<file path="src/rtl/pgf_pkg.sv">
package pgf_pkg;

    localparam int unsigned SEL_W   = 3;
    localparam int unsigned LOG_MAX = 6;
    localparam int unsigned PRE_W   = LOG_MAX;
    localparam logic [SEL_W-1:0] SEL_LAST_LEGAL = 3'd5;

    typedef enum logic [1:0] {
        FLT_INIT    = 2'd0,
        FLT_STEADY  = 2'd1,
        FLT_PENDING = 2'd2
    } flt_state_e;

    // divider code -> log2 of the division ratio
    function automatic logic [2:0] sel_to_log(input logic [SEL_W-1:0] sel);
        logic [2:0] lg;
        case (sel)
            3'd0:    lg = 3'd0;
            3'd1:    lg = 3'd1;
            3'd2:    lg = 3'd2;
            3'd3:    lg = 3'd4;
            3'd4:    lg = 3'd5;
            default: lg = 3'd6;
        endcase
        return lg;
    endfunction

    // terminal count of the prescaler (ratio - 1)
    function automatic logic [PRE_W-1:0] sel_to_limit(input logic [SEL_W-1:0] sel);
        logic [PRE_W:0] pw;
        pw = (PRE_W+1)'(1) << sel_to_log(sel);
        return PRE_W'(pw - 1'b1);
    endfunction

endpackage

</file>
<file path="src/rtl/pgf_cfg_reg.sv">
module pgf_cfg_reg
    import pgf_pkg::*;
(
    input  logic             clk,
    input  logic             rst_n,
    input  logic             byte_we,
    input  logic [7:0]       wdata,
    input  logic             bit_we,
    input  logic [2:0]       bit_idx,
    input  logic             bit_val,
    output logic [7:0]       rdata,
    output logic             two_mode,
    output logic [SEL_W-1:0] sel,
    output logic             sel_touch
);
    localparam int unsigned CNT_BIT = 6;

    logic             two_q, two_d;
    logic [SEL_W-1:0] sel_q, sel_d, sel_cand;

    always_comb begin
        two_d     = two_q;
        sel_cand  = sel_q;
        sel_touch = 1'b0;
        if (byte_we) begin
            two_d     = wdata[CNT_BIT];
            sel_cand  = wdata[SEL_W-1:0];
            sel_touch = 1'b1;
        end else if (bit_we) begin
            if (bit_idx == 3'(CNT_BIT)) begin
                two_d = bit_val;
            end else if (bit_idx < 3'(SEL_W)) begin
                sel_cand[bit_idx[1:0]] = bit_val;
                sel_touch              = 1'b1;
            end
        end
        sel_d = (sel_cand <= SEL_LAST_LEGAL) ? sel_cand : sel_q;
    end

    always_ff @(posedge clk or negedge rst_n) begin
        if (!rst_n) begin
            two_q <= 1'b0;
            sel_q <= '0;
        end else begin
            two_q <= two_d;
            sel_q <= sel_d;
        end
    end

    always_comb begin
        rdata              = '0;
        rdata[CNT_BIT]     = two_q;
        rdata[SEL_W-1:0]   = sel_q;
    end

    assign two_mode = two_q;
    assign sel      = sel_q;

    AST_BAD_CODE_HOLD: assert property (@(posedge clk) disable iff (!rst_n)
        (byte_we && wdata[SEL_W-1:0] > SEL_LAST_LEGAL) |=> $stable(sel_q));
    AST_SEL_LEGAL: assert property (@(posedge clk) disable iff (!rst_n)
        sel_q <= SEL_LAST_LEGAL);
    AST_RSVD_BIT_WRITE: assert property (@(posedge clk) disable iff (!rst_n)
        (!byte_we && bit_we && bit_idx > 3'(SEL_W-1) && bit_idx != 3'(CNT_BIT))
        |=> ($stable(sel_q) && $stable(two_q)));

endmodule

</file>
<file path="src/rtl/pgf_prescaler.sv">
module pgf_prescaler
    import pgf_pkg::*;
(
    input  logic             clk,
    input  logic             rst_n,
    input  logic [SEL_W-1:0] sel,
    input  logic             restart,
    output logic             strobe
);
    logic [PRE_W-1:0] cnt_q;
    logic [PRE_W-1:0] limit;

    assign limit  = sel_to_limit(sel);
    assign strobe = (cnt_q == limit);

    always_ff @(posedge clk or negedge rst_n) begin
        if (!rst_n) begin
            cnt_q <= '0;
        end else if (restart || strobe) begin
            cnt_q <= '0;
        end else begin
            cnt_q <= cnt_q + 1'b1;
        end
    end

    AST_PRE_IN_RANGE: assert property (@(posedge clk) disable iff (!rst_n)
        cnt_q <= limit);
    AST_PRE_GAP: assert property (@(posedge clk) disable iff (!rst_n)
        (strobe && !restart && limit != '0) |=> !strobe);

endmodule

</file>
<file path="src/rtl/pgf_sync.sv">
module pgf_sync #(
    parameter int unsigned STAGES = 2
) (
    input  logic clk,
    input  logic rst_n,
    input  logic d,
    output logic q
);
    logic [STAGES-1:0] chain;

    for (genvar i = 0; i < STAGES; i++) begin : g_stage
        if (i == 0) begin : g_first
            always_ff @(posedge clk or negedge rst_n) begin
                if (!rst_n) chain[i] <= 1'b0;
                else        chain[i] <= d;
            end
        end else begin : g_next
            always_ff @(posedge clk or negedge rst_n) begin
                if (!rst_n) chain[i] <= 1'b0;
                else        chain[i] <= chain[i-1];
            end
        end
    end

    assign q = chain[STAGES-1];

endmodule

</file>
<file path="src/rtl/pgf_vote_fsm.sv">
module pgf_vote_fsm
    import pgf_pkg::*;
#(
    parameter int unsigned SYNC_STAGES = 2
) (
    input  logic clk,
    input  logic rst_n,
    input  logic sample,
    input  logic strobe,
    input  logic two_mode,
    output logic level
);
    localparam int unsigned WAIT_W = $clog2(SYNC_STAGES + 1);
    localparam int unsigned VOTE_W = 2;

    flt_state_e         state_q, state_d;
    logic [VOTE_W-1:0]  vote_q, vote_d;
    logic [WAIT_W-1:0]  wait_q, wait_d;
    logic               lvl_q, lvl_d;
    logic [VOTE_W-1:0]  need;

    assign need = two_mode ? 2'd2 : 2'd3;

    // next state and next data
    always_comb begin
        state_d = state_q;
        vote_d  = vote_q;
        wait_d  = wait_q;
        lvl_d   = lvl_q;
        unique case (state_q)
            FLT_INIT: begin
                if (wait_q == WAIT_W'(SYNC_STAGES)) begin
                    lvl_d   = sample;
                    state_d = FLT_STEADY;
                end else begin
                    wait_d = wait_q + 1'b1;
                end
            end
            FLT_STEADY: begin
                if (strobe && sample != lvl_q) begin
                    vote_d  = 2'd1;
                    state_d = FLT_PENDING;
                end
            end
            FLT_PENDING: begin
                if (strobe) begin
                    if (sample == lvl_q) begin
                        vote_d  = '0;
                        state_d = FLT_STEADY;
                    end else if (vote_q + 2'd1 >= need) begin
                        lvl_d   = sample;
                        vote_d  = '0;
                        state_d = FLT_STEADY;
                    end else begin
                        vote_d = vote_q + 2'd1;
                    end
                end
            end
            default: state_d = FLT_INIT;
        endcase
    end

    // state register
    always_ff @(posedge clk or negedge rst_n) begin
        if (!rst_n) state_q <= FLT_INIT;
        else        state_q <= state_d;
    end

    // data / output register
    always_ff @(posedge clk or negedge rst_n) begin
        if (!rst_n) begin
            vote_q <= '0;
            wait_q <= '0;
            lvl_q  <= 1'b0;
        end else begin
            vote_q <= vote_d;
            wait_q <= wait_d;
            lvl_q  <= lvl_d;
        end
    end

    assign level = lvl_q;

    AST_HOLD_NO_STROBE: assert property (@(posedge clk) disable iff (!rst_n)
        (state_q != FLT_INIT && !strobe) |=> $stable(lvl_q));
    AST_HOLD_ON_AGREE: assert property (@(posedge clk) disable iff (!rst_n)
        (state_q != FLT_INIT && strobe && sample == lvl_q) |=> $stable(lvl_q));
    AST_VOTE_BOUND: assert property (@(posedge clk) disable iff (!rst_n)
        vote_q <= 2'd2);
    AST_INIT_LOW: assert property (@(posedge clk) disable iff (!rst_n)
        (state_q == FLT_INIT) |-> !lvl_q);

endmodule

</file>
<file path="src/rtl/pin_glitch_filter.sv">
module pin_glitch_filter
    import pgf_pkg::*;
#(
    parameter int unsigned SYNC_STAGES = 2
) (
    input  logic       clk,
    input  logic       rst_n,
    input  logic       capture_mode,
    input  logic       cfg_byte_we,
    input  logic [7:0] cfg_wdata,
    input  logic       cfg_bit_we,
    input  logic [2:0] cfg_bit_idx,
    input  logic       cfg_bit_val,
    output logic [7:0] cfg_rdata,
    input  logic       pin_raw,
    output logic       pin_out
);
    logic             two_mode;
    logic [SEL_W-1:0] sel;
    logic             sel_touch;
    logic             strobe;
    logic             pin_sync;
    logic             level;

    pgf_cfg_reg u_cfg (
        .clk       (clk),
        .rst_n     (rst_n),
        .byte_we   (cfg_byte_we),
        .wdata     (cfg_wdata),
        .bit_we    (cfg_bit_we),
        .bit_idx   (cfg_bit_idx),
        .bit_val   (cfg_bit_val),
        .rdata     (cfg_rdata),
        .two_mode  (two_mode),
        .sel       (sel),
        .sel_touch (sel_touch)
    );

    pgf_prescaler u_pre (
        .clk     (clk),
        .rst_n   (rst_n),
        .sel     (sel),
        .restart (sel_touch),
        .strobe  (strobe)
    );

    pgf_sync #(.STAGES(SYNC_STAGES)) u_sync (
        .clk   (clk),
        .rst_n (rst_n),
        .d     (pin_raw),
        .q     (pin_sync)
    );

    pgf_vote_fsm #(.SYNC_STAGES(SYNC_STAGES)) u_vote (
        .clk      (clk),
        .rst_n    (rst_n),
        .sample   (pin_sync),
        .strobe   (strobe),
        .two_mode (two_mode),
        .level    (level)
    );

    assign pin_out = capture_mode ? level : pin_raw;

endmodule

</file>
<file path="config.mk">
export PLATFORM = sky130hd
export DESIGN_NAME = pin_glitch_filter
export DESIGN_NICKNAME = d
export VERILOG_FILES = /design/src/rtl/pgf_pkg.sv /design/src/rtl/pgf_cfg_reg.sv /design/src/rtl/pgf_prescaler.sv /design/src/rtl/pgf_sync.sv /design/src/rtl/pgf_vote_fsm.sv /design/src/rtl/pin_glitch_filter.sv
export SDC_FILE = /design/constraint.sdc
export NUM_CORES = 1
export LEC_CHECK = 0
export ABC_CLOCK_PERIOD_IN_PS = 3000
export CAP_MARGIN = 40
export CORE_UTILIZATION = 23
export DETAILED_ROUTE_END_ITERATION = 8
export GPL_ROUTABILITY_DRIVEN = 0
export HOLD_SLACK_MARGIN = 0.03
export PLACE_DENSITY = 0.44
export SLEW_MARGIN = 20
export SYNTH_ARGS = -nofsm -noshare
export SYNTH_HDL_FRONTEND = slang
export SYNTH_SLANG_ARGS = --single-unit
export TNS_END_PERCENT = 20
</file>
<file path="constraint.sdc">
create_clock -name clk -period 3 [get_ports clk]
set_clock_uncertainty 0.15 [all_clocks]
set_input_delay 0.6 -clock clk [delete_from_list [all_inputs] [get_ports clk]]
set_output_delay 0.6 -clock clk [all_outputs]
set_load 0.1 [all_outputs]
</file>
Word-level counts from Yosys, hierarchy flattened
Cells that the tools add are included.
Storage, ports and cells
  bits in registers: 19
  input port bits: 18
  logic and storage cells: 85
Cells by class
  $add $sub $neg: 4
  $lt $le $gt $ge: 5
  equality and inequality tests: 17
  shift-type cells: 1
  muxes and demuxes: 34
  bitwise gates (word level): 1
  reductions and logical operators: 14
Operator list (count)
  2-to-1 mux 2 bit: 9
  case mux 3 bit (5 select lines): 1
  2-to-1 mux 1 bit: 14
  2-to-1 mux 3 bit: 4
  nonzero test 2 bit: 4
  adder 6 x 1 -> 6 bit, second input constant: 1
  equality test 3 x 2 -> 1 bit, second input constant: 2
  equality test 3 bit, second input constant: 2
  equality test 6 bit: 1
  2-to-1 mux 6 bit: 1
  inequality test 2 x 1 -> 1 bit, second input constant: 3
  case mux 2 bit (3 select lines): 1
  left shift 1 x 3 -> 6 bit, first input constant: 1
  subtractor 6 x 1 -> 6 bit, second input constant: 1
  AND reduction 5 bit: 1
  adder 2 x 1 -> 2 bit, second input constant: 2
  equality test 2 bit, second input constant: 2
  inequality test 2 bit, second input constant: 2
  case mux 2 bit (2 select lines): 1
  AND reduction 2 bit: 2
  AND reduction 4 bit: 1
  bitwise mux 3 bit: 1
  equality test 3 x 1 -> 1 bit, second input constant: 1
  less-or-equal comparator 3 bit, second input constant: 1
  other kinds (16): 17

Depth between registers and ports, before layout
  depth after elaboration: 10
  mapped depth: 7
  mapped depth without buffers: 7

By module
A second synthesis with hierarchy kept.
Second synthesis, totals
  cells, all modules: 119
  area total of the unflattened synthesis: 1239.9 µm²
By module, submodules not included
  pgf_vote_fsm: instances 1, cells each 40, area each 411.6 µm², seq. area each 175.2 µm²
  pgf_prescaler: instances 1, cells each 38, area each 404.1 µm², seq. area each 150.1 µm²
  pgf_cfg_reg: instances 1, cells each 38, area each 359.1 µm², seq. area each 100.1 µm²
  pgf_sync: instances 1, cells each 2, area each 50.0 µm², seq. area each 50.0 µm²
  pin_glitch_filter: instances 1, cells each 1, area each 15.0 µm², seq. area each 0.0 µm²

Worst setup path before layout
No wires, ideal clock.
  path type: flip-flop to flip-flop
  start point: reg u_cfg.sel_q[1], in the netlist u_cfg.sel[1]
  end point: reg u_vote.lvl_q, in the netlist u_vote.level
  library setup time: 0.128 ns
  data arrival time: 2.391 ns
  data required time: 2.722 ns
  setup slack: 0.331 ns
  stages on the path, launching flop included: 6
  path buffers: 0
  cells stage by stage: dfrtp_1 > or3b_2 > a21oi_1 > o31ai_2 > o31ai_1 > mux2_1
On the way
  cells in the longest elaborated chain, start to end: 7
Ends and longest elaborated chain
  start, declared: RTL line pgf_cfg_reg.sv:19  | logic [SEL_W-1:0] sel_q, sel_d, sel_cand;
  start signal, assigned: RTL line pgf_cfg_reg.sv:46  | sel_q <= sel_d;
  equality test 3 bit (tied with other cells): RTL line pgf_pkg.sv:17  | case (sel)
  case mux 3 bit (5 select lines) *: RTL line pgf_pkg.sv:17
  left shift 1 x 3 -> 6 bit *: RTL line pgf_pkg.sv:31  | pw = (PRE_W+1)'(1) << sel_to_log(sel);
  subtractor 6 x 1 -> 6 bit *: RTL line pgf_pkg.sv:32  | return PRE_W'(pw - 1'b1);
  equality test 6 bit *: RTL line pgf_prescaler.sv:14  | assign strobe = (cnt_q == limit);
  inequality test 2 bit (no source line) *
  AND reduction 5 bit (no source line) *
  end signal, assigned: RTL line pgf_vote_fsm.sv:78  | lvl_q <= lvl_d;
  end, declared: RTL line pgf_vote_fsm.sv:19  | logic lvl_q, lvl_d;
Mark *: on every way between the ends. The rest lies on a longest branch, timed or not.
A chain may end at the register's enable or synchronous reset.

Worst setup path in the final report
  start point: in capture_mode
  end point: out pin_out
On the way
  cells in the longest elaborated chain, start to end: 1
Ends and longest elaborated chain
  start, declared: RTL line pin_glitch_filter.sv:8  | input logic capture_mode,
  2-to-1 mux 1 bit: RTL line pin_glitch_filter.sv:63  | assign pin_out = capture_mode ? level : pin_raw;
  end, declared: RTL line pin_glitch_filter.sv:16  | output logic pin_out
Every way passes these cells.

==> results <==
- The flow ran to the end, and the final reports show no timing, DRC or antenna violations.
- The TritonCTS clock tree is done.
- For this run, global-route usage on met1 was measured as 12.40%.
- The proportion of synthesized chip area in sequential cells is 40.64%.
- The sum of negative setup slack is 0 ns.
- The highest fanout seen on the critical path is 1.
- The fill cell total of the finished layout is 520.
- The vias per cell is 4.510.
- The cell area that synthesis handed to floorplanning was 1170 µm².
- The most used flip-flop cell after synthesis is dfrtp_1.
- The final count of pins violating max slew is 0.
- Of all flip-flops after synthesis, the portion carrying an async set or reset was 100.0%.
- The tightest hold path in the finished design has a slack of 0.2102 ns.
- The number of buffers added by the clock tree synthesis step is 3.
- Input and output buffers added on the ports amount to 18.
- The cell taking the most area after synthesis is dfrtp_1.
- The met2 usage in global routing is 15.64%.
- The Yosys step of the flow raised 0 warnings.
- The first TritonRoute pass finished after 4 iterations.
- The global-route usage over all layers is 9.718%.
- The number of hold buffers added after CTS was 0.
- The shortest clock period the worst path allows after layout is 2.335 ns.
- The first global-routing pass estimated 3981 µm of wire.
- CTS built an H-tree with a depth of 1.
- The area growth from synthesis to layout is 24.60%.
- Pin placement for this block handled 27 I/O pins.
- The maximum clock frequency is 428.2 MHz.
- The max-cap violation count is 0.
- The count of final hold-check violations came to 0.
- For this block, the routed nets add up to 2398 µm of wire.
- Once the floorplan was initialized, standard cells occupied 24.29% of the core.
- The critical path endpoint category is an output port.
- The area share of the largest cell type after synthesis is 40.64%.
- The number of global-route vias before repair is 897.
- The period utilization is 77.85%.
- The multi-input logic area is 626.9 µm².
- The power density relative to cell area is 571.5 nW/µm².
- The synthesized design contains 0 enable-type register cells.
- Row generation in the floorplan step produced 25 rows.
- The post-CTS setup buffer count is 0.
- The final layout contains 161 nets.
- The area of the core is 4817 µm².
- For this block, the via count after detailed routing is 929.
- For this run the aggregate overflow at the end of global routing stands at 0.
- met2 is the most crowded layer.
- After detailed routing, the number of remaining DRC violations is 0.
- The number of inserted diodes is 0.
- By area the synthesized netlist is led by dfrtp_1, xor2_1, nand2_1.
- The die height is 73.32 µm.
- The die covers 5376 µm².
- The clock latency on the worst-skew pair is 0.26 ns.
- The instance count of the mapped netlist is 119.
- The number of gates given a new drive strength after cts is 0.
- The die outline width is 73.32 µm.
- The count of nets left with antenna violations after detail routing is 0.
- The reported leakage power is 0.6104 nW.
- In the final routed layout, each cell accounts on average for 11.64 µm.
- Detailed placement finished with a half-perimeter wire length of 1764 µm.
- The initial antenna violation count came to 0.
- The clock drives 19 sinks.
- The type of the tightest min-delay check is flop to flop.
- In the global route stage, met3 resource usage came out at 2.606%.
- The peak supply drop is 259.8 µV.
- The violation count after the first detailed-routing iteration is 10.
- Setup repair after global routing left no endpoint under its margin.
- A synthesized cell averages 9.831 µm².
- The number of buffers on the longest clock path is 2.
- Setup violations remaining at the end of the flow were counted as 0.
- The maximum number of pins on one net before global-route repair is 20.
- The flop and latch count out of synthesis is 19.
- The type of the worst setup path is primary input to output port.
- After clock tree synthesis, the clock-pin slew on the worst setup and hold paths is 0.08 ns.
- CTS placed an instance of clkbuf_8 at the clock tree root.
- Data on the critical path arrives at its endpoint at 1.59 ns.
- For the worst setup path, the data required time is 2.25 ns.
- The fraction of layout instances using a drive strength above 1 is 15.83%.
- The flip-flop and latch area is 475.5 µm².
- The number of different library cells in the post-synthesis netlist is 40.
- The worst setup path is launched from a primary input.
## per-layer routing
layer	share of wire, %	vias to the layer above
met5	0	-
met4	1.5	0
met3	5.6	5
met2	42	25
met1	51	436
li1	-	463
## registers in the layout, indices dropped and copies added (netlist names)
register / count
u_cfg.two_mode: 1
u_pre.cnt_q: 6
u_vote.wait_q: 2
u_vote.level: 1
u_cfg.sel: 3
u_vote.state_q: 2
u_vote.vote_q: 2
u_sync.q: 1
u_sync.chain: 1
## cell usage after synthesis, drive strengths merged (4+ instances only)
| library cell | instances |
|---|---|
| dfrtp | 19 |
| xor2 | 6 |
| mux2 | 4 |
| o21ai | 7 |
| nor2 | 5 |
| inv | 10 |
| a21oi | 5 |
| nand3 | 6 |
| nand2 | 12 |
| buf | 5 |
| mux2i | 4 |
## worst max-delay path: stages
cell	delay [ns]
clkdlybuf4s50_1	0.46
mux2_2	0.35
buf_12	0.17
## cell usage in the layout (no fill, tap or decap), types with 2 or more instances in the layout
cell             Yosys  layout
a31oi_1              3       3
conb_1               1       4
xnor2_1              2       2
xor2_1               6       6
mux2i_1              4       4
buf_4                5       5
nand3_1              6       6
inv_1               10      10
mux2_2               3       3
or4_1                2       2
clkbuf_8             0       3
a21oi_1              5       5
nand2_1             12      12
nor4bb_1             2       2
o21ai_0              7       7
a21boi_0             2       2
ha_1                 3       3
nor2_1               5       5
clkdlybuf4s50_1      0      13
dfrtp_1             19      19
## area by class of cell
cell class | count | share of cell area [%]
Clock inverter | 1 | 0.3433
Tap cell | 67 | 5.751
Inverter | 10 | 2.575
Clock buffer | 3 | 2.833
Timing Repair Buffer | 19 | 12.88
Multi-Input combinational cell | 87 | 43.00
Sequential cell | 19 | 32.62
## metrics by stage
step / power [mW] / setup slack (ns) / instance area [µm²] / std cells / utilization [%]
after global routing: 0.8777 / 0.5246 / 1458 / 206 / 30.26
after global placement: 0.6474 / 0.4556 / 1411 / 202 / 29.30
final: 0.8331 / 0.6645 / 1458 / 206 / 30.26
after CTS: 0.8419 / 0.6440 / 1458 / 206 / 30.26
after detailed placement: 0.6497 / 0.4010 / 1411 / 202 / 29.30
after floorplan: 0.5630 / 0.3314 / 1181 / 122 / -
## path summary, 6_finish.rpt
kind	start	endpoint	slack, ns	depth (start not counted)
max reg2reg	u_cfg.sel[2]	u_vote.level	0.67	5
max	capture_mode	pin_out	0.66	3
max in group asynchronous	rst_n	u_cfg.sel[0]	1.97	2
min in group asynchronous	rst_n	u_vote.level	0.52	2
min	u_sync.chain[0]	u_sync.q	0.21	0
min reg2reg	u_sync.chain[0]	u_sync.q	0.21	0
## where the power goes
part / leakage, nW / internal (mW) / total (mW) / switching (mW)
Combinational: 0.349 / 0.113 / 0.313 / 0.200
Sequential: 0.236 / 0.285 / 0.331 / 0.0460
Clock: 0.0255 / 0.0927 / 0.189 / 0.0966
Total: 0.610 / 0.491 / 0.833 / 0.343
## cells by family (layout without fill, tap and decap cells)
group,after synthesis,count (layout),share of synthesized area [%]
AND/OR/NAND/NOR,37,37,18.50
other,1,4,0.3205
XOR/XNOR,8,8,5.990
buffers and inverters,16,33,6.738
flip-flops,19,19,40.64
adder cells (fa/ha/maj),3,3,3.209
AO/OA/AOI/OAI,27,27,17.33
multiplexers,8,8,7.273
No activity file was read; power rests on OpenSTA's default activity.
